<file path="config.mk">
export PLATFORM = sky130hd
export DESIGN_NAME = flash_cmd_port
export DESIGN_NICKNAME = d
export VERILOG_FILES = /design/src/rtl/flcmd_pkg.sv /design/src/rtl/flcmd_decode.sv /design/src/rtl/flcmd_ptr.sv /design/src/rtl/flcmd_seq.sv /design/src/rtl/flash_cmd_port.sv
export SDC_FILE = /design/constraint.sdc
export NUM_CORES = 1
export LEC_CHECK = 0
export BUFFER_PORTS_ARGS = -buffer_cell sky130_fd_sc_hd__buf_2
export CORE_AREA = 2 2 79 81
export CTS_CLUSTER_SIZE = 12
export DETAILED_ROUTE_END_ITERATION = 10
export DIE_AREA = 0 0 81 83
export PLACE_DENSITY_LB_ADDON = 0.05
export SETUP_SLACK_MARGIN = 0.15
export SYNTH_ARGS = -nofsm -noshare
export SYNTH_HDL_FRONTEND = slang
export SYNTH_HIERARCHICAL = 1
export SYNTH_SLANG_ARGS = --single-unit
</file>
<file path="constraint.sdc">
create_clock -name clk -period 6.25 [get_ports clk]
set_input_delay 1.25 -clock clk [delete_from_list [all_inputs] [get_ports clk]]
set_output_delay 1.25 -clock clk [all_outputs]
set_load 0.005 [all_outputs]
</file>
<file path="src/rtl/flcmd_pkg.sv">
package flcmd_pkg;

    // Command bit positions inside the local byte address
    localparam int CMD_LO = 2;
    localparam int CMD_HI = 8;

    typedef enum logic [2:0] {
        OP_NONE  = 3'd0,
        OP_PCLR  = 3'd1,
        OP_WBYTE = 3'd2,
        OP_RBYTE = 3'd3,
        OP_FRST  = 3'd4,
        OP_ERASE = 3'd5,
        OP_PINC  = 3'd6,
        OP_PREAD = 3'd7
    } op_e;

    typedef enum logic [0:0] {
        S_IDLE = 1'b0,
        S_STRB = 1'b1
    } seq_st_e;

    typedef struct packed {
        op_e        op;
        logic [7:0] wbyte;
    } cmd_t;

    function automatic op_e bit_to_op(input int b);
        case (b)
            2:       return OP_PCLR;
            3:       return OP_WBYTE;
            4:       return OP_RBYTE;
            5:       return OP_FRST;
            6:       return OP_ERASE;
            7:       return OP_PINC;
            8:       return OP_PREAD;
            default: return OP_NONE;
        endcase
    endfunction

    function automatic logic op_is_read(input op_e op);
        return (op == OP_RBYTE) || (op == OP_PREAD);
    endfunction

    function automatic logic op_uses_flash(input op_e op);
        return (op == OP_WBYTE) || (op == OP_RBYTE) ||
               (op == OP_FRST)  || (op == OP_ERASE);
    endfunction

endpackage

</file>
<file path="src/rtl/flcmd_decode.sv">
module flcmd_decode
    import flcmd_pkg::*;
(
    input  logic                 wr,
    input  logic [CMD_HI:CMD_LO] addr,
    output op_e                  op
);
    op_e cand;

    // Scan from the top so that the lowest set bit is written last
    always_comb begin
        cand = OP_NONE;
        for (int b = CMD_HI; b >= CMD_LO; b--) begin
            if (addr[b]) cand = bit_to_op(b);
        end
        if (cand == OP_NONE)
            op = OP_NONE;
        else if (op_is_read(cand) != !wr)
            op = OP_NONE;
        else
            op = cand;
    end

endmodule

</file>
<file path="src/rtl/flcmd_ptr.sv">
module flcmd_ptr #(
    parameter int PTR_W = 21
) (
    input  logic             clk,
    input  logic             rst,
    input  logic             clr,
    input  logic             inc,
    output logic [PTR_W-1:0] ptr
);
    always_ff @(posedge clk) begin
        if (rst || clr)
            ptr <= '0;
        else if (inc)
            ptr <= ptr + 1'b1;
    end


    ptr_clear_chk: assert property (@(posedge clk) disable iff (rst)
        clr |=> (ptr == '0));


    ptr_step_chk: assert property (@(posedge clk) disable iff (rst)
        (inc && !clr) |=> (ptr == $past(ptr) + 1'b1));

endmodule

</file>
<file path="src/rtl/flcmd_seq.sv">
module flcmd_seq
    import flcmd_pkg::*;
#(
    parameter int         PTR_W      = 21,
    parameter int         DATA_W     = 24,
    parameter int         STROBE_CYC = 4,
    parameter logic [7:0] RST_CODE   = 8'hF0,
    parameter logic [7:0] ERASE_CODE = 8'h30
) (
    input  logic              clk,
    input  logic              rst,
    input  logic              sel,
    input  cmd_t              cmd,
    input  logic [PTR_W-1:0]  ptr,
    input  logic [7:0]        fl_din,
    output logic              ptr_clr,
    output logic              ptr_inc,
    output logic [7:0]        fl_dout,
    output logic              fl_ce_n,
    output logic              fl_we_n,
    output logic              fl_oe_n,
    output logic              ack,
    output logic [DATA_W-1:0] rdata
);
    localparam int CNT_W = $clog2(STROBE_CYC + 1);
    localparam logic [CNT_W-1:0] CNT_LOAD = CNT_W'(STROBE_CYC - 1);

    seq_st_e          st;
    logic [CNT_W-1:0] cnt;
    logic             take;

    assign take    = (st == S_IDLE) && sel;
    assign ptr_clr = take && (cmd.op == OP_PCLR);
    assign ptr_inc = take && (cmd.op == OP_PINC);

    always_ff @(posedge clk) begin
        if (rst) begin
            st      <= S_IDLE;
            cnt     <= '0;
            fl_dout <= '0;
            fl_ce_n <= 1'b1;
            fl_we_n <= 1'b1;
            fl_oe_n <= 1'b1;
            ack     <= 1'b0;
            rdata   <= '0;
        end else begin
            ack <= 1'b0;
            case (st)
                S_IDLE: begin
                    if (take) begin
                        if (op_uses_flash(cmd.op)) begin
                            st      <= S_STRB;
                            cnt     <= CNT_LOAD;
                            fl_ce_n <= 1'b0;
                            if (cmd.op == OP_RBYTE) begin
                                fl_oe_n <= 1'b0;
                            end else begin
                                fl_we_n <= 1'b0;
                                case (cmd.op)
                                    OP_FRST:  fl_dout <= RST_CODE;
                                    OP_ERASE: fl_dout <= ERASE_CODE;
                                    default:  fl_dout <= cmd.wbyte;
                                endcase
                            end
                        end else begin
                            ack <= 1'b1;
                            if (cmd.op == OP_PREAD) rdata <= DATA_W'(ptr);
                        end
                    end
                end
                S_STRB: begin
                    if (cnt == '0) begin
                        st      <= S_IDLE;
                        fl_ce_n <= 1'b1;
                        fl_we_n <= 1'b1;
                        fl_oe_n <= 1'b1;
                        ack     <= 1'b1;
                        if (!fl_oe_n) rdata <= DATA_W'(fl_din);
                    end else begin
                        cnt <= cnt - 1'b1;
                    end
                end
                default: st <= S_IDLE;
            endcase
        end
    end


    no_dual_strobe_chk: assert property (@(posedge clk) disable iff (rst)
        !(!fl_we_n && !fl_oe_n));


    ack_single_chk: assert property (@(posedge clk) disable iff (rst)
        ack |=> !ack);


    ack_after_strobe_chk: assert property (@(posedge clk) disable iff (rst)
        ack |-> (fl_ce_n && fl_we_n && fl_oe_n));


    busy_no_step_chk: assert property (@(posedge clk) disable iff (rst)
        (!fl_ce_n) |-> (!ptr_clr && !ptr_inc));

endmodule

</file>
<file path="src/rtl/flash_cmd_port.sv">
module flash_cmd_port
    import flcmd_pkg::*;
#(
    parameter int         PTR_W      = 21,
    parameter int         DATA_W     = 24,
    parameter int         STROBE_CYC = 4,
    parameter logic [7:0] RST_CODE   = 8'hF0,
    parameter logic [7:0] ERASE_CODE = 8'h30
) (
    input  logic                 clk,
    input  logic                 rst,
    input  logic                 bus_sel,
    input  logic                 bus_wr,
    input  logic [CMD_HI:CMD_LO] bus_addr,
    input  logic [7:0]           bus_wdata,
    output logic [DATA_W-1:0]    bus_rdata,
    output logic                 bus_ack,
    output logic [PTR_W-1:0]     fl_addr,
    output logic [7:0]           fl_dout,
    input  logic [7:0]           fl_din,
    output logic                 fl_ce_n,
    output logic                 fl_we_n,
    output logic                 fl_oe_n
);
    op_e              dec_op;
    cmd_t             cmd;
    logic             p_clr;
    logic             p_inc;
    logic [PTR_W-1:0] ptr;

    flcmd_decode u_dec (
        .wr   (bus_wr),
        .addr (bus_addr),
        .op   (dec_op)
    );

    assign cmd.op    = dec_op;
    assign cmd.wbyte = bus_wdata;

    flcmd_ptr #(.PTR_W(PTR_W)) u_ptr (
        .clk (clk),
        .rst (rst),
        .clr (p_clr),
        .inc (p_inc),
        .ptr (ptr)
    );

    flcmd_seq #(
        .PTR_W      (PTR_W),
        .DATA_W     (DATA_W),
        .STROBE_CYC (STROBE_CYC),
        .RST_CODE   (RST_CODE),
        .ERASE_CODE (ERASE_CODE)
    ) u_seq (
        .clk     (clk),
        .rst     (rst),
        .sel     (bus_sel),
        .cmd     (cmd),
        .ptr     (ptr),
        .fl_din  (fl_din),
        .ptr_clr (p_clr),
        .ptr_inc (p_inc),
        .fl_dout (fl_dout),
        .fl_ce_n (fl_ce_n),
        .fl_we_n (fl_we_n),
        .fl_oe_n (fl_oe_n),
        .ack     (bus_ack),
        .rdata   (bus_rdata)
    );

    assign fl_addr = ptr;


    fl_addr_hold_chk: assert property (@(posedge clk) disable iff (rst)
        (!fl_ce_n && $past(!fl_ce_n)) |-> $stable(fl_addr));

endmodule

</file>
Word-level counts from Yosys, hierarchy flattened
Index checks and enable logic that the tools add are counted.
Cells by class
  add/subtract/negate cells: 2
  equality and inequality tests: 19
  mux-type cells: 40
  bitwise gates (word level): 2
  reductions and logical operators: 17
Operators with widths (number)
  2-to-1 mux 24 bit: 5
  case mux 24 bit (2 select lines): 1
  2-to-1 mux 3 bit: 12
  adder 21 x 1 -> 21 bit, second input constant: 1
  inequality test 2 bit, second input constant: 8
  case mux 8 bit (2 select lines): 1
  == test 3 bit, second input constant: 5
  2-to-1 mux 1 bit: 15
  AND reduction 4 bit: 3
  case mux 1 bit (2 select lines): 5
  == test 3 x 2 -> 1 bit, second input constant: 3
  logical NOT 3 bit: 2
  case mux 3 bit (2 select lines): 1
  AND reduction 3 bit: 2
  logical OR 1 bit: 5
  AND reduction 5 bit: 1
  == test 3 x 1 -> 1 bit, second input constant: 1
  logical AND 1 bit: 3
  subtractor 3 x 1 -> 3 bit, second input constant: 1
  inequality test 2 x 1 -> 1 bit, second input constant: 1
  inverter 1 bit: 2
  logical NOT 1 bit: 1
  inequality test 1 bit: 1
Storage, ports and cells
  input port bits: 27
  output and inout port bits: 57
  logic and storage cells: 89
  register bits after elaboration: 61

Depth between registers and ports, before layout
Gate-level depths: netlist (run 1).
  depth in word-level cells: 19
  mapped depth: 13
  gate-level depth less buffers: 10

By module
The synthesis (run 1) kept the hierarchy.
By module, submodules not included
  flcmd_seq: area an instance 1701.6 um^2, sequential area each 740.7 um^2, cells an instance 180, times used 1
  flcmd_ptr: area an instance 959.7 um^2, sequential area each 420.4 um^2, cells an instance 111, times used 1
  flcmd_decode: area an instance 156.4 um^2, sequential area each 0.0 um^2, cells an instance 19, times used 1

Worst setup path after synthesis (run 1)
No wires, ideal clock.
  path kind: input -> register
  from: in bus_addr[7] (netlist name)
  to: reg u_ptr.ptr[19]
  stages: 11
  setup slack: 2.463 ns
  data arrival time: 3.717 ns
  path buffers: 1
  cells stage by stage: nand2b_4 -> a221oi_2 -> xnor2_1 -> nor3_2 -> nand4bb_2 -> nor2_1 -> buf_6 -> nand4_1 -> or2_1 -> or4_1 -> a21oi_1
Between the ends
  elaborated cells on any way between the ends: 18
  those cells by class: eq/ne: 5; mux: 8; reduce/logical: 5
RTL lines
  start: declaration: line flash_cmd_port.sv:14  | input logic [CMD_HI:CMD_LO] bus_addr,
  2-to-1 mux 3 bit * (6 in a row): line flcmd_decode.sv:14  | if (addr[b]) cand = bit_to_op(b);
  == test 3 x 2 -> 1 bit / == test 3 bit (equally long branches): line flcmd_pkg.sv:42  | return (op == OP_RBYTE) || (op == OP_PREAD);
  logical OR 1 bit: line flcmd_pkg.sv:42
  inequality test 1 bit: line flcmd_decode.sv:18  | else if (op_is_read(cand) != !wr)
  2-to-1 mux 3 bit: line flcmd_decode.sv:18
  2-to-1 mux 3 bit *: line flcmd_decode.sv:16  | if (cand == OP_NONE)
  named net dec_op[1]: line flash_cmd_port.sv:25  | op_e dec_op;
  == test 3 bit *: line flcmd_seq.sv:34  | assign ptr_inc = take && (cmd.op == OP_PINC);
  logical AND 1 bit *: line flcmd_seq.sv:34
  named net p_inc: line flash_cmd_port.sv:28  | logic p_inc;
  end signal: assignment: line flcmd_ptr.sv:14  | ptr <= ptr + 1'b1;
  end: declaration: line flcmd_ptr.sv:8  | output logic [PTR_W-1:0] ptr
Mark *: on every way through the listed nets, which the timed path passes. The rest lies on a longest branch.
A chain may end at the register's enable or synchronous reset.

Worst setup path after layout (run 1)
  from: in bus_addr[7] (netlist name)
  to: reg u_ptr.ptr[17]
The elaborated chain is that of the path after synthesis.

==> results summary, run 1 <==
The highest attainable clock frequency is 0.233 GHz. In this run the worst path has a maximum fanout of 12. The number of buffers added on ports came out at 80. Across the routed clock network, the largest skew measured is 7.81 ps. The setup slack after placement came out at 1580 ps.

The total core area came out at 5820 um^2. From synthesis to final layout, the design area changed by 20.1%. The total number of placement rows is 28.

The area share of the largest cell type after synthesis came out at 0.412. The total area of multi-input combinational cells came out at 1500 um^2. The post-layout total power is 0.779 mW. The clock transition time at the flip-flop clock pins of the worst setup and hold paths is 70 ps.

The global routing met1 resource utilization came out at 0.310. The total number of nets in the final design came out at 412. In this run the cell area of the synthesized design comes to 2820 um^2. The worst path in the final design needs a cycle of 4300 ps, including I/O delays and setup. The share of power burned in the clock network came out at 0.425.

In this design, the critical path's most frequently occurring cell is sky130_fd_sc_hd__nor2_1. The number of cells produced by synthesis is 310. The total I/O pin count came out at 84. The mean instance size in the synthesized netlist came out at 9.09 um^2.

Fill cells in the final layout number 574. The share of flip-flops with an asynchronous set or reset after synthesis came out at 0. The count of yosys warnings during synthesis came out at 6. The number of storage elements in the synthesis netlist came out at 58.

The critical path goes through buf_2, nand2b_4, a2111oi_4, xnor2_1, nor2_1, inv_1, nor2_1, nand4_1, nor4_1, a31oi_1, a41o_1. The type of destination of the critical path is a flip-flop. The area occupied by registers came out at 1160 um^2.

The areal power density over the cells is 230 nW/um^2. The total overflow left after global routing is 0. The fraction of power spent switching nets is 0.251. The leading area contributor after synthesis is sky130_fd_sc_hd__dfxtp_1. The sequential element share of the synthesized area came out at 0.412. The count of endpoints failing setup in the final report came out at 0. The slowest library cell on the worst path is sky130_fd_sc_hd__nor4_1. Counting instances, the worst hold path has a depth of 2. The number of sinks handled by clock tree synthesis came out at 58.

sky130_fd_sc_hd__dfxtp_1 is the most common cell in the netlist. The diode insertion count for antenna repair came out at 0. The required time at the worst-slack endpoint is 6490 ps.

The starting utilization of the core area came out at 0.485. The number of global-route vias before repair is 2360. The commonest cells after synthesis are sky130_fd_sc_hd__dfxtp_1 (58), sky130_fd_sc_hd__a21oi_1 (25), sky130_fd_sc_hd__nor2_1 (20), sky130_fd_sc_hd__nand3_1 (17), sky130_fd_sc_hd__a211oi_1 (16). The most instantiated flip-flop cell in the synthesis netlist is sky130_fd_sc_hd__dfxtp_1.

The leakage power came out at 1.33 nW. The launching point of the worst reg2reg path is u_seq/st. The worst setup path is of the in -> reg kind. The number of violations of the max-capacitance limit is 0. The portion of total power attributed to combinational logic came out at 0.086. The post-cts resize count came out at 0. The met2 global-route usage came out at 0.315. The total detailed-routing wirelength is 7.18 mm. Detailed placement ended at an HPWL of 4.87 mm. The count of nets left with antenna violations once routing finished came out at 0. For this design the total switching power over the nets is 0.195 mW. The slack of the worst reg-to-reg path is 3170 ps. The number of antenna violations at the first check in global routing came out at 0. The final design instance area without fill came out at 3380 um^2. The number of optimization iterations in the first detailed-route pass is 4.

The worst slew margin relative to its limit came out at 0.410. The wire length of the first global-routing pass came out at 11.6 mm. The placement-stage cell area is 3200 um^2. The design internal power came out at 0.584 mW.

For this run, design rule violations remaining after detail routing come to 0. Dividing the final minimum period by the clock period gives 0.688. Clock tree synthesis selected as its root buffer the cell sky130_fd_sc_hd__clkbuf_8. The setup TNS is 0 ps. The maximum count of clock buffers along a single path came out at 2. Entering global routing, the biggest net connects 32 pins. The area enclosed by the die boundary is 6720 um^2. Setup repair after global routing left no endpoint under its margin.

Measured in cells, the most critical reg-to-reg path has a length of 6. The number of hold-repair buffers added at the cts stage is 0. The number of H-tree levels came out at 3.

The maximum VDD drop is 147 uV. The detailed router finished its first iteration with 101 violations. The number of flops mapped to enable cells by yosys came out at 0.

The clock reaches the later pin of the worst-skew pair after 340 ps. The floorplan step set the die height to 83 um. The average vias per placed instance is 5.68.

Data arrives at the worst endpoint at 4540 ps. The overall routing resource usage is 0.217. The number of buffers and inverters on the critical path is 2. The total CTS buffers came out at 9. The flow ran to the end, and the final reports show no timing, DRC or antenna violations. The routed wire length per instance is 15.5 um. The sequential power share is 0.489. The routed layout has 2625 vias. At the pin with the least slew margin, the transition time is 885 ps. The worst hold path terminates at u_seq/fl_dout[4]. The end-of-flow core utilization is 0.582. The CTS tree is yes. The die is 81 um wide. The distinct cell type count of the synthesized netlist is 59. The cell family contributing the most delay on the critical path is simple AND/OR/NAND/NOR gates. The number of pins exceeding their max-slew limit in the final report is 0. The endpoint identified for the worst register-to-register timing path is u_ptr/ptr[17]. The critical path's largest stage delay came out at 660 ps. The worst setup path is launched from a primary input. The fraction of met3 tracks used by global routing is 0.0413. The global routing stage identified its most utilized layer as met2.

The launch point of the worst hold path is u_seq/fl_dout[4]. In the post-route analysis, the smallest setup slack over all paths is 1950 ps. The number of setup buffers added after CTS is 0. The count of endpoints failing hold in the final timing report is 0.

The worst hold path belongs to the class reg -> reg. The share of final-layout standard cells stronger than drive strength 1 is 0.297. The placer congestion estimate came out at 0.817. By area the synthesized netlist is led by sky130_fd_sc_hd__dfxtp_1 (41%), sky130_fd_sc_hd__a21oi_1 (4.4%), sky130_fd_sc_hd__a211oi_1 (4.3%), sky130_fd_sc_hd__o211ai_1 (3.5%), sky130_fd_sc_hd__mux2i_1 (3.2%).
-- stage by stage --
stage / hold slack [ps] / std cells
6_report: 452 / 462
2_1_floorplan: 440 / 312
5_1_grt: 473 / 462
3_3_place_gp: 435 / 446
3_5_place_dp: 440 / 446
4_1_cts: 451 / 462
-- worst min-delay path, delay by kind of cell (launching register included) --
family	cells	cell delay [ps]
compound gates	1	50
buf+inv	1	50
flops	1	310
-- kinds of logic (layout without fill, tap and decap cells) --
group / count (synthesis) / in the layout / share of synthesized area
AND/OR/NAND/NOR: 102 / 102 / 0.211
AO/OA/AOI/OAI: 90 / 90 / 0.227
buffers and inverters: 33 / 108 / 0.0591
XOR/XNOR: 14 / 14 / 0.0435
adder cells (fa/ha/maj): 3 / 3 / 0.0133
multiplexers: 9 / 9 / 0.0320
other: 1 / 3 / 0.00133
flip-flops: 58 / 58 / 0.412
-- flip-flops by register name, indices dropped and copies added (netlist names) --
signal and flops:
u_seq/fl_oe_n 1, u_ptr/ptr 21, u_seq/ack 1, u_seq/fl_we_n 1, u_seq/cnt 3, u_seq/fl_dout 8
u_seq/st 1, u_seq/fl_ce_n 1, u_seq/rdata 21
-- area by class of cell --
| class | count | area share |
|---|---|---|
| clock buffer | 10 | 0.0377 |
| clock inverter | 6 | 0.0170 |
| tap | 75 | 0.0277 |
| sequential | 58 | 0.343 |
| timing repair buffer | 80 | 0.118 |
| multi-input combinational | 221 | 0.443 |
| inverter | 12 | 0.0133 |
-- worst max-delay path by stage --
stage               slack (ps)  depth (start not counted)       endpoint        start
CTS                       1930                         11  u_ptr/ptr[17]  bus_addr[7]
detailed placement        1580                         11  u_ptr/ptr[17]  bus_addr[7]
floorplan                 2460                         11  u_ptr/ptr[19]  bus_addr[7]
finish                    1950                         11  u_ptr/ptr[17]  bus_addr[7]
global placement          1760                         11  u_ptr/ptr[17]  bus_addr[7]
global route              1590                         11  u_ptr/ptr[17]  bus_addr[7]
-- power by group through the flow --
stage / Combinational (mW) / Clock (mW) / Sequential, mW
after CTS: 0.0670 / 0.338 / 0.381
after detailed placement: 0.0668 / 0 / 0.389
final: 0.0668 / 0.331 / 0.381
after global placement: 0.0663 / 0 / 0.389
after floorplan: 0.0458 / 0 / 0.387
after global routing: 0.0740 / 0.356 / 0.381
-- layout by cell type, fill, tap and decap left out, types with 2 or more instances in the layout --
cell and count:
sky130_fd_sc_hd__nor2b_1 2, sky130_fd_sc_hd__nor3_1 10, sky130_fd_sc_hd__conb_1 3, sky130_fd_sc_hd__a32o_1 4, sky130_fd_sc_hd__o21ai_0 8, sky130_fd_sc_hd__nand2_1 12, sky130_fd_sc_hd__a31oi_1 5, sky130_fd_sc_hd__o211ai_1 13
sky130_fd_sc_hd__a31o_2 3, sky130_fd_sc_hd__a211oi_1 16, sky130_fd_sc_hd__ha_1 3, sky130_fd_sc_hd__a21oi_1 25, sky130_fd_sc_hd__o41ai_1 2, sky130_fd_sc_hd__nor2_1 20, sky130_fd_sc_hd__xor2_1 5, sky130_fd_sc_hd__nor4_1 3
sky130_fd_sc_hd__nor3_2 2, sky130_fd_sc_hd__inv_1 12, sky130_fd_sc_hd__clkinv_2 4, sky130_fd_sc_hd__or2_2 2, sky130_fd_sc_hd__nand4_1 2, sky130_fd_sc_hd__mux2i_1 9, sky130_fd_sc_hd__or3_1 7, sky130_fd_sc_hd__dfxtp_1 58
sky130_fd_sc_hd__nand3_1 17, sky130_fd_sc_hd__xnor2_1 9, sky130_fd_sc_hd__buf_2 80, sky130_fd_sc_hd__or4_1 2, sky130_fd_sc_hd__nand2b_1 4, sky130_fd_sc_hd__clkbuf_8 9, sky130_fd_sc_hd__nand3_2 3, sky130_fd_sc_hd__o31ai_1 4
-- metal layers --
metal | routed length (um) | share of wire | up-vias
li1 | - | - | 1286
met1 | 3490 | 0.49 | 1243
met2 | 3220 | 0.45 | 92
met3 | 428 | 0.060 | 4
met4 | 31 | 0.0043 | 0
met5 | 0 | 0 | -
Power figures use the tool's default switching activity.
==> inputs of run 2 (changes only) <==
- ABC_AREA: not set -> 1
- CORE_AREA: 2 2 79 81 -> 2 2 82 84
- DIE_AREA: 0 0 81 83 -> 0 0 84 86
- clock period: 6.25 -> 3.8 ns (I/O delays scaled with it)
==> run 2 against run 1 <==
Global-route usage decreased by 1.3 points. Sequential cell count unchanged. Routed wire length is 2.3% lower. Power up 79%. Core utilization fell by 1.4 points. Sequential power is 64% higher. Clock-buffer cell count is 2 higher. Clock power grew 97%. Final area is 5.4% higher. Clock skew is essentially flat. Critical path type unchanged. Largest cell class unchanged.
==> results summary, run 2 <==
The number of antenna violations at the first check in global routing was 0 (unchanged). The final design instance area without fill came to 3560 um^2 (+5.4%). The nature of the critical path startpoint is a primary input. The area occupied by registers came out at 1160 um^2 (unchanged).

The commonest cells after synthesis are sky130_fd_sc_hd__nand2_1 (123), sky130_fd_sc_hd__dfxtp_1 (58), sky130_fd_sc_hd__nor2_1 (57), sky130_fd_sc_hd__inv_1 (46), sky130_fd_sc_hd__a21oi_1 (39). The maximum number of pins on one net before global-route repair came out at 27 (-16%). The area overhead of the layout relative to synthesis came out at 21.5%. The end-of-flow core utilization came out at 0.568 (-0.0139).

The diode insertion count for antenna repair came out at 0 (unchanged). The horizontal die dimension is 84 um (+3.7%). The number of sinks handled by clock tree synthesis came out at 58 (unchanged). The final HPWL from detailed placement is 5.21 mm (+7.0%). The leakage power came out at 1.71 nW (+29%).

The area enclosed by the die boundary came to 7220 um^2 (+7.5%). The number of buffers added on ports came to 80 (unchanged). Among all flip-flop cells after synthesis, the most frequent one is sky130_fd_sc_hd__dfxtp_1. The number of H-tree levels is 3 (unchanged).

The total I/O pin count is 84 (unchanged). The maximum VDD drop is 255 uV (+73%). The areal power density over the cells is 391 nW/um^2 (+70%). The count of endpoints failing hold in the final timing report was 0 (unchanged).

Setup repair after global routing left no endpoint under its margin. The post-cts resize count came out at 0 (unchanged). The routed wire length per instance came out at 12.0 um (-23%).

The overall routing resource usage was 0.205 (-0.0127). The number of pins exceeding their max-slew limit in the final report came out at 0 (unchanged). Leaving out fill and tap cells, the most frequent cell in the layout is sky130_fd_sc_hd__nand2_1. The number of optimization iterations in the first detailed-route pass is 4 (unchanged). The starting utilization of the core area is 0.467 (-0.0173). The maximum count of clock buffers along a single path was 2 (unchanged).

The distinct cell type count of the synthesized netlist came out at 35 (-41%). The area share of the largest cell type after synthesis came out at 0.396 (-0.0162). The transition time at the pin with the least slew margin came out at 1110 ps (+226 ps). Sorting the synthesized cells by area gives the leading types as sky130_fd_sc_hd__dfxtp_1 (40%), sky130_fd_sc_hd__nand2_1 (16%), sky130_fd_sc_hd__nor2_1 (7.3%), sky130_fd_sc_hd__a21oi_1 (6.7%), sky130_fd_sc_hd__inv_1 (5.9%). The number of buffers and inverters on the critical path came out at 2 (unchanged). The setup clock skew after layout is 7.50 ps (-0.307 ps). The clock transition time at the flip-flop clock pins of the worst setup and hold paths came out at 60 ps (about the same). The wire length of the first global-routing pass came to 11.7 mm (+1.3%). The maximum fanout encountered on the critical timing path came out at 18 (+6). The total via count in the routed design came out at 2795 (+6.5%). The kind of critical path is in -> reg. The number of storage elements in the synthesis netlist came out at 58 (unchanged). The run finished with clean final reports.

The detailed-route DRC error count came out at 0 (unchanged). The layout filler cell count was 641 (+12%). The total number of nets in the final design is 533 (+29%). The slowest stage of the critical path is the sky130_fd_sc_hd__nor2_1 cell.

The number of cells produced by synthesis is 425 (+37%). The post-synthesis instance area is 2930 um^2 (+4.1%). The first-iteration detailed-routing DRC count came out at 105 (+4.0%). The total overflow reported by the global router came out at 0 (unchanged). The share of flip-flops with an asynchronous set or reset after synthesis is 0 (unchanged).

The family of cells with the greatest summed delay on the critical path is simple AND/OR/NAND/NOR gates. The top cell types in the final layout, fill and taps aside, are sky130_fd_sc_hd__nand2_1 (123), sky130_fd_sc_hd__buf_2 (80), sky130_fd_sc_hd__dfxtp_1 (58), sky130_fd_sc_hd__nor2_1 (57), sky130_fd_sc_hd__inv_1 (46). The sequential element share of the synthesized area came out at 0.396 (-0.0162). The number of hold-repair buffers added at the cts stage came to 0 (unchanged).

The setup TNS is 0 ps (unchanged). The share of final-layout standard cells stronger than drive strength 1 is 0.246 (-0.0511). The number of flops mapped to enable cells by yosys came out at 0 (unchanged). The leading area contributor after synthesis is sky130_fd_sc_hd__dfxtp_1.

The total core area was 6280 um^2 (+7.9%). The remaining number of nets flagged by the antenna check after routing was 0 (unchanged). The number of global-route vias before repair is 2522 (+6.9%). In this run the worst hold path is classified as reg -> reg. The mean instance size in the synthesized netlist is 6.90 um^2 (-24%). The placement-stage cell area came out at 3340 um^2 (+4.3%). The count of endpoints failing setup in the final report is 0 (unchanged).

The critical path's largest stage delay came out at 860 ps (+200 ps). The number of violations of the max-capacitance limit is 0 (unchanged). TritonCTS built the clock tree. In the finished design, the share of the clock period the worst path needs comes to 0.797. The total number of placement rows came out at 29 (+3.6%). The total area of multi-input combinational cells is 1500 um^2 (unchanged). In the post-synthesis netlist, the cell with the most instances is sky130_fd_sc_hd__nand2_1. STA classifies the critical path endpoint as a flip-flop. The die height came to 86 um (+3.6%). The signal on the critical path passes through buf_2, nor2_2, nand2_1, a21oi_2, nand3_1, nand2_1, nand2_2, nor2_1, nor4_1, nor2_1, inv_1, a21oi_1, o21a_1.

The total CTS buffers is 9 (unchanged). The highest attainable clock frequency came out at 0.330 GHz. The root buffer cell chosen for the clock tree is sky130_fd_sc_hd__clkbuf_8. In the final layout, the registers with the most flip-flops are u_ptr/ptr: 21 flops, u_seq/rdata: 21 flops, u_seq/fl_dout: 8 flops. The insertion delay of the later-clocked pin in the worst-skew pair is 340 ps (about the same).

The number of buffers added for setup after CTS came to 0 (unchanged). The count of yosys warnings during synthesis is 6 (unchanged). The worst slew margin relative to its limit came out at 0.257 (-0.153). The placer congestion estimate came out at 0.796 (-2.6%).

The average vias per placed instance is 4.78 (-16%). The routed design could run at a clock period as short as 3030 ps. The data arrival time of the critical path came out at 3310 ps (-1230 ps).

The required time at the worst-slack endpoint is 4080 ps (-2410 ps). The total detailed-routing wirelength is 7.01 mm (-2.3%).
==> run 2: cell types whose count changed in the layout (fill, tap and decap cells not counted), moves of 7 or more <==
cell / previous run / this run
sky130_fd_sc_hd__inv_1: 12 / 46
sky130_fd_sc_hd__a21oi_1: 25 / 39
sky130_fd_sc_hd__a211oi_1: 16 / 0
sky130_fd_sc_hd__nor3_1: 10 / 1
sky130_fd_sc_hd__mux2i_1: 9 / 0
sky130_fd_sc_hd__nand2_1: 12 / 123
sky130_fd_sc_hd__nand4_1: 2 / 10
sky130_fd_sc_hd__o211ai_1: 13 / 0
sky130_fd_sc_hd__or3_1: 7 / 0
sky130_fd_sc_hd__nor2_1: 20 / 57
sky130_fd_sc_hd__xnor2_1: 9 / 1
==> run 2: final cells by class <==
type / instances / share of cell area
timing repair buffer: 80 / 0.112
sequential: 58 / 0.326
inverter: 48 / 0.0505
tap: 77 / 0.0270
clock buffer: 12 / 0.0435
multi-input combinational: 306 / 0.420
clock inverter: 4 / 0.0207
==> run 2: final timing paths <==
check,cells past startpoint,from,slack [ps],endpoint
setup reg to reg,7,u_seq/st,1090,u_ptr/ptr[3]
hold reg to reg,2,u_seq/fl_ce_n,440,u_seq/fl_ce_n
setup / recovery,13,bus_addr[6],770,u_ptr/ptr[3]
hold / removal,2,u_seq/fl_ce_n,440,u_seq/fl_ce_n
==> run 2: cell families after synthesis <==
| group | synth area share |
|---|---|
| adder cells (fa/ha/maj) | 0.0128 |
| XOR/XNOR | 0.00896 |
| flip-flops | 0.396 |
| AND/OR/NAND/NOR | 0.374 |
| AO/OA/AOI/OAI | 0.111 |
| buffers and inverters | 0.0960 |
| other | 0.00128 |
==> run 2: through the flow <==
step / setup WS, ps / std cells / power, mW / hold slack (ps)
after floorplan: 910 / 427 / 0.725 / 433
after CTS: 778 / 585 / 1.41 / 448
after global routing: 396 / 585 / 1.46 / 465
final: 773 / 585 / 1.39 / 445
after global placement: 539 / 569 / 0.754 / 429
after detailed placement: 431 / 569 / 0.757 / 432
==> run 2: routing by layer <==
metal | track usage | wire length, um | vias to the layer above
met4 | 0.0748 | 86 | 0
met1 | 0.269 | 3400 | 1233
met3 | 0.0549 | 353 | 7
met2 | 0.326 | 3170 | 62
li1 | - | - | 1493
met5 | 0 | 0 | -
==> run 2: power breakdown <==
group / total (mW) / internal, mW / switching (mW)
clock network: 0.651 / 0.405 / 0.246
registers: 0.626 / 0.620 / 0.00646
logic: 0.117 / 0.0436 / 0.0737
==> run 2: worst min-delay path, delay by kind of cell, from the launching register on <==
family	cells	cell delay (ps)
flops	1	330
simple gates	2	90
==> inputs of run 3 (changes only) <==
- CORE_AREA: 2 2 82 84 -> 2 2 80 82
- DIE_AREA: 0 0 84 86 -> 0 0 82 84
- clock period: 3.8 -> 2.8 ns (I/O delays scaled with it)
==> run 3 against run 2 <==
Routed wire length grew 0.17%. Final area up 0.91%. Die area fell by 4.7%. Clock-buffer cell count is 1 lower. Combinational power grew 42%. Critical endpoint is now u_ptr/ptr[0].
==> results summary, run 3 (synthesis gave the netlist of run 2 again) <==
The run finished with clean final reports. The largest registers in the layout are u_ptr/ptr: 21 flops, u_seq/rdata: 21 flops, u_seq/fl_dout: 8 flops. The count of endpoints failing setup in the final report came out at 0 (unchanged). The total CTS buffers came to 9 (unchanged).

The number of H-tree levels is 3 (unchanged). The transition time at the pin with the least slew margin came out at 652 ps (-459 ps). The setup clock skew after layout was 7.23 ps (-0.272 ps). The count of endpoints failing hold in the final timing report is 0 (unchanged). The remaining number of nets flagged by the antenna check after routing is 0 (unchanged). The endpoint identified for the worst register-to-register timing path is u_ptr/ptr[19].

The routed design could run at a clock period as short as 2320 ps. The maximum fanout encountered on the critical timing path is 11 (-7). The required time at the worst-slack endpoint was 3070 ps (-1010 ps). The area overhead of the layout relative to synthesis came out at 22.7%.

The wire length of the first global-routing pass came out at 11.7 mm (-0.24%). The number of hold-repair buffers added at the cts stage is 0 (unchanged). The total overflow reported by the global router is 0 (unchanged). The number of cells traversed by the worst hold path came out at 2 (unchanged). The total via count in the routed design came out at 2891 (+3.4%). The number of buffers added on ports is 80 (unchanged). The critical path goes through buf_2, nor2_2, nand2_1, a21oi_2, nand3_1, nand2_1, nand2_2, nor2_1, buf_4, nor4_1, nor2_1, buf_4, o21ai_0, a21oi_1. The setup TNS came out at 0 ps (unchanged). The min-delay analysis places its worst path in the category reg -> reg. Setup repair after global routing left no endpoint under its margin. The overall routing resource usage is 0.219 (+0.0137).

The post-cts resize count is 0 (unchanged). The number of violations of the max-capacitance limit is 0 (unchanged). On the critical path, the stage with the largest delay is an instance of sky130_fd_sc_hd__nor2_1.

The die height came out at 84 um (-2.3%). The most common cell after layout, fill and taps aside is sky130_fd_sc_hd__nand2_1. The final design instance area without fill is 3600 um^2 (+0.91%). The starting utilization of the core area is 0.481 (+0.0139). The clock tree root driver cell is sky130_fd_sc_hd__clkbuf_8. The first-iteration detailed-routing DRC count is 135 (+29%). The insertion delay of the later-clocked pin in the worst-skew pair is 330 ps (about the same). The leakage power is 1.73 nW (+1.1%). The maximum number of pins on one net before global-route repair is 27 (unchanged). STA classifies the critical path endpoint as a flip-flop. The total core area came to 6100 um^2 (-2.9%). The library cells used most frequently in the layout, excluding fill and tap cells, are sky130_fd_sc_hd__nand2_1 (123), sky130_fd_sc_hd__buf_2 (80), sky130_fd_sc_hd__dfxtp_1 (58), sky130_fd_sc_hd__nor2_1 (57), sky130_fd_sc_hd__inv_1 (46). The slack of the worst reg-to-reg path came out at 800 ps (-290 ps). In this run the most critical hold path is launched from u_seq/fl_ce_n. The areal power density over the cells came out at 519 nW/um^2 (+33%).

The area enclosed by the die boundary was 6890 um^2 (-4.7%). The CTS tree is yes. The number of global-route vias before repair is 2580 (+2.3%).

The diode insertion count for antenna repair is 0 (unchanged). The number of sinks handled by clock tree synthesis came out at 58 (unchanged). The number of antenna violations at the first check in global routing is 0 (unchanged).

The data arrival time of the critical path is 2590 ps (-720 ps). The maximum count of clock buffers along a single path came out at 2 (unchanged). The routed wire length per instance was 11.9 um (-0.68%). The critical path's largest stage delay is 520 ps (-340 ps). The number of pins exceeding their max-slew limit in the final report came to 0 (unchanged). The startpoint identified for the worst register-to-register timing path is u_seq/st. The clock transition time at the flip-flop clock pins of the worst setup and hold paths came out at 60 ps (about the same). The worst slew margin relative to its limit came out at 0.564 (+0.307). STA classifies the critical path startpoint as a primary input. The total number of nets in the final design is 538 (+0.94%).

The detailed-route DRC error count is 0 (unchanged). The highest attainable clock frequency came out at 0.431 GHz. The final HPWL from detailed placement is 5.19 mm (-0.45%). The placer congestion estimate is 0.902 (+13%). The total detailed-routing wirelength was 7.02 mm (+0.17%). The placement-stage cell area was 3380 um^2 (+1.3%). The total number of placement rows was 29 (unchanged).

The total I/O pin count is 84 (unchanged). The number of buffers added for setup after CTS was 0 (unchanged). The share of final-layout standard cells stronger than drive strength 1 is 0.255 (+0.00930). The average vias per placed instance came out at 4.90 (+2.6%). The kind of critical path is in -> reg.

The maximum VDD drop is 332 uV (+31%). The number of optimization iterations in the first detailed-route pass is 4 (unchanged). The worst-case reg-to-reg path depth is 10 (+3). The horizontal die dimension came out at 82 um (-2.4%). The post-route clock period utilization is 0.829. For hold timing, the worst endpoint is u_seq/fl_ce_n.
[run 3: changes by cell type in the layout (fill, tap and decap cells not counted), sizes merged]
cell | before | now
clkinvlp | 0 | 1
buf | 80 | 85
clkbuf | 12 | 11
[run 3: area by class of cell]
cell class,instances,area [um^2]
Tap cell,77,96.3
Inverter,48,180
Multi-Input combinational cell,306,1500
Clock buffer,11,141
Timing Repair Buffer,85,438
Fill cell,613,2500
Clock inverter,5,77.6
Sequential cell,58,1160
[run 3: how the worst max path moves through the flow]
stage,from,end,slack [ps],depth (start not counted)
2_1_floorplan,bus_addr[6],u_ptr/ptr[13],260,16
3_3_place_gp,bus_addr[6],u_seq/fl_dout[1],210,17
3_5_place_dp,bus_addr[6],u_ptr/ptr[19],140,17
4_1_cts,bus_addr[6],u_ptr/ptr[19],490,17
5_1_grt,bus_addr[6],u_ptr/ptr[3],190,14
6_report,bus_addr[6],u_ptr/ptr[0],480,14
[run 3: through the flow]
| stage | instances | utilization | power, mW | hold slack (ps) | setup slack, ps |
|---|---|---|---|---|---|
| after global routing | 590 | 0.590 | 1.94 | 478 | 192 |
| final | 590 | 0.590 | 1.87 | 453 | 478 |
| after global placement | 574 | 0.554 | 1.03 | 437 | 214 |
| after CTS | 590 | 0.590 | 1.89 | 454 | 485 |
| after floorplan | 427 | - | 0.984 | 433 | 257 |
| after detailed placement | 574 | 0.554 | 1.03 | 442 | 137 |
[run 3: worst max-delay path: cells and delay by family]
family | cells | cell delay, ps
compound gates | 3 | 370
simple gates | 8 | 1120
buf+inv | 3 | 550
[run 3: power breakdown]
part / internal [mW] / total [mW] / switching, mW
sequential: 0.841 / 0.848 / 0.00690
clock: 0.522 / 0.851 / 0.329
combinational: 0.0628 / 0.166 / 0.104
[run 3: routing by layer]
metal,global-route usage,share of wire
met2,0.350,0.47
met1,0.281,0.46
met4,0.0970,0.015
met3,0.0400,0.057
met5,0,0
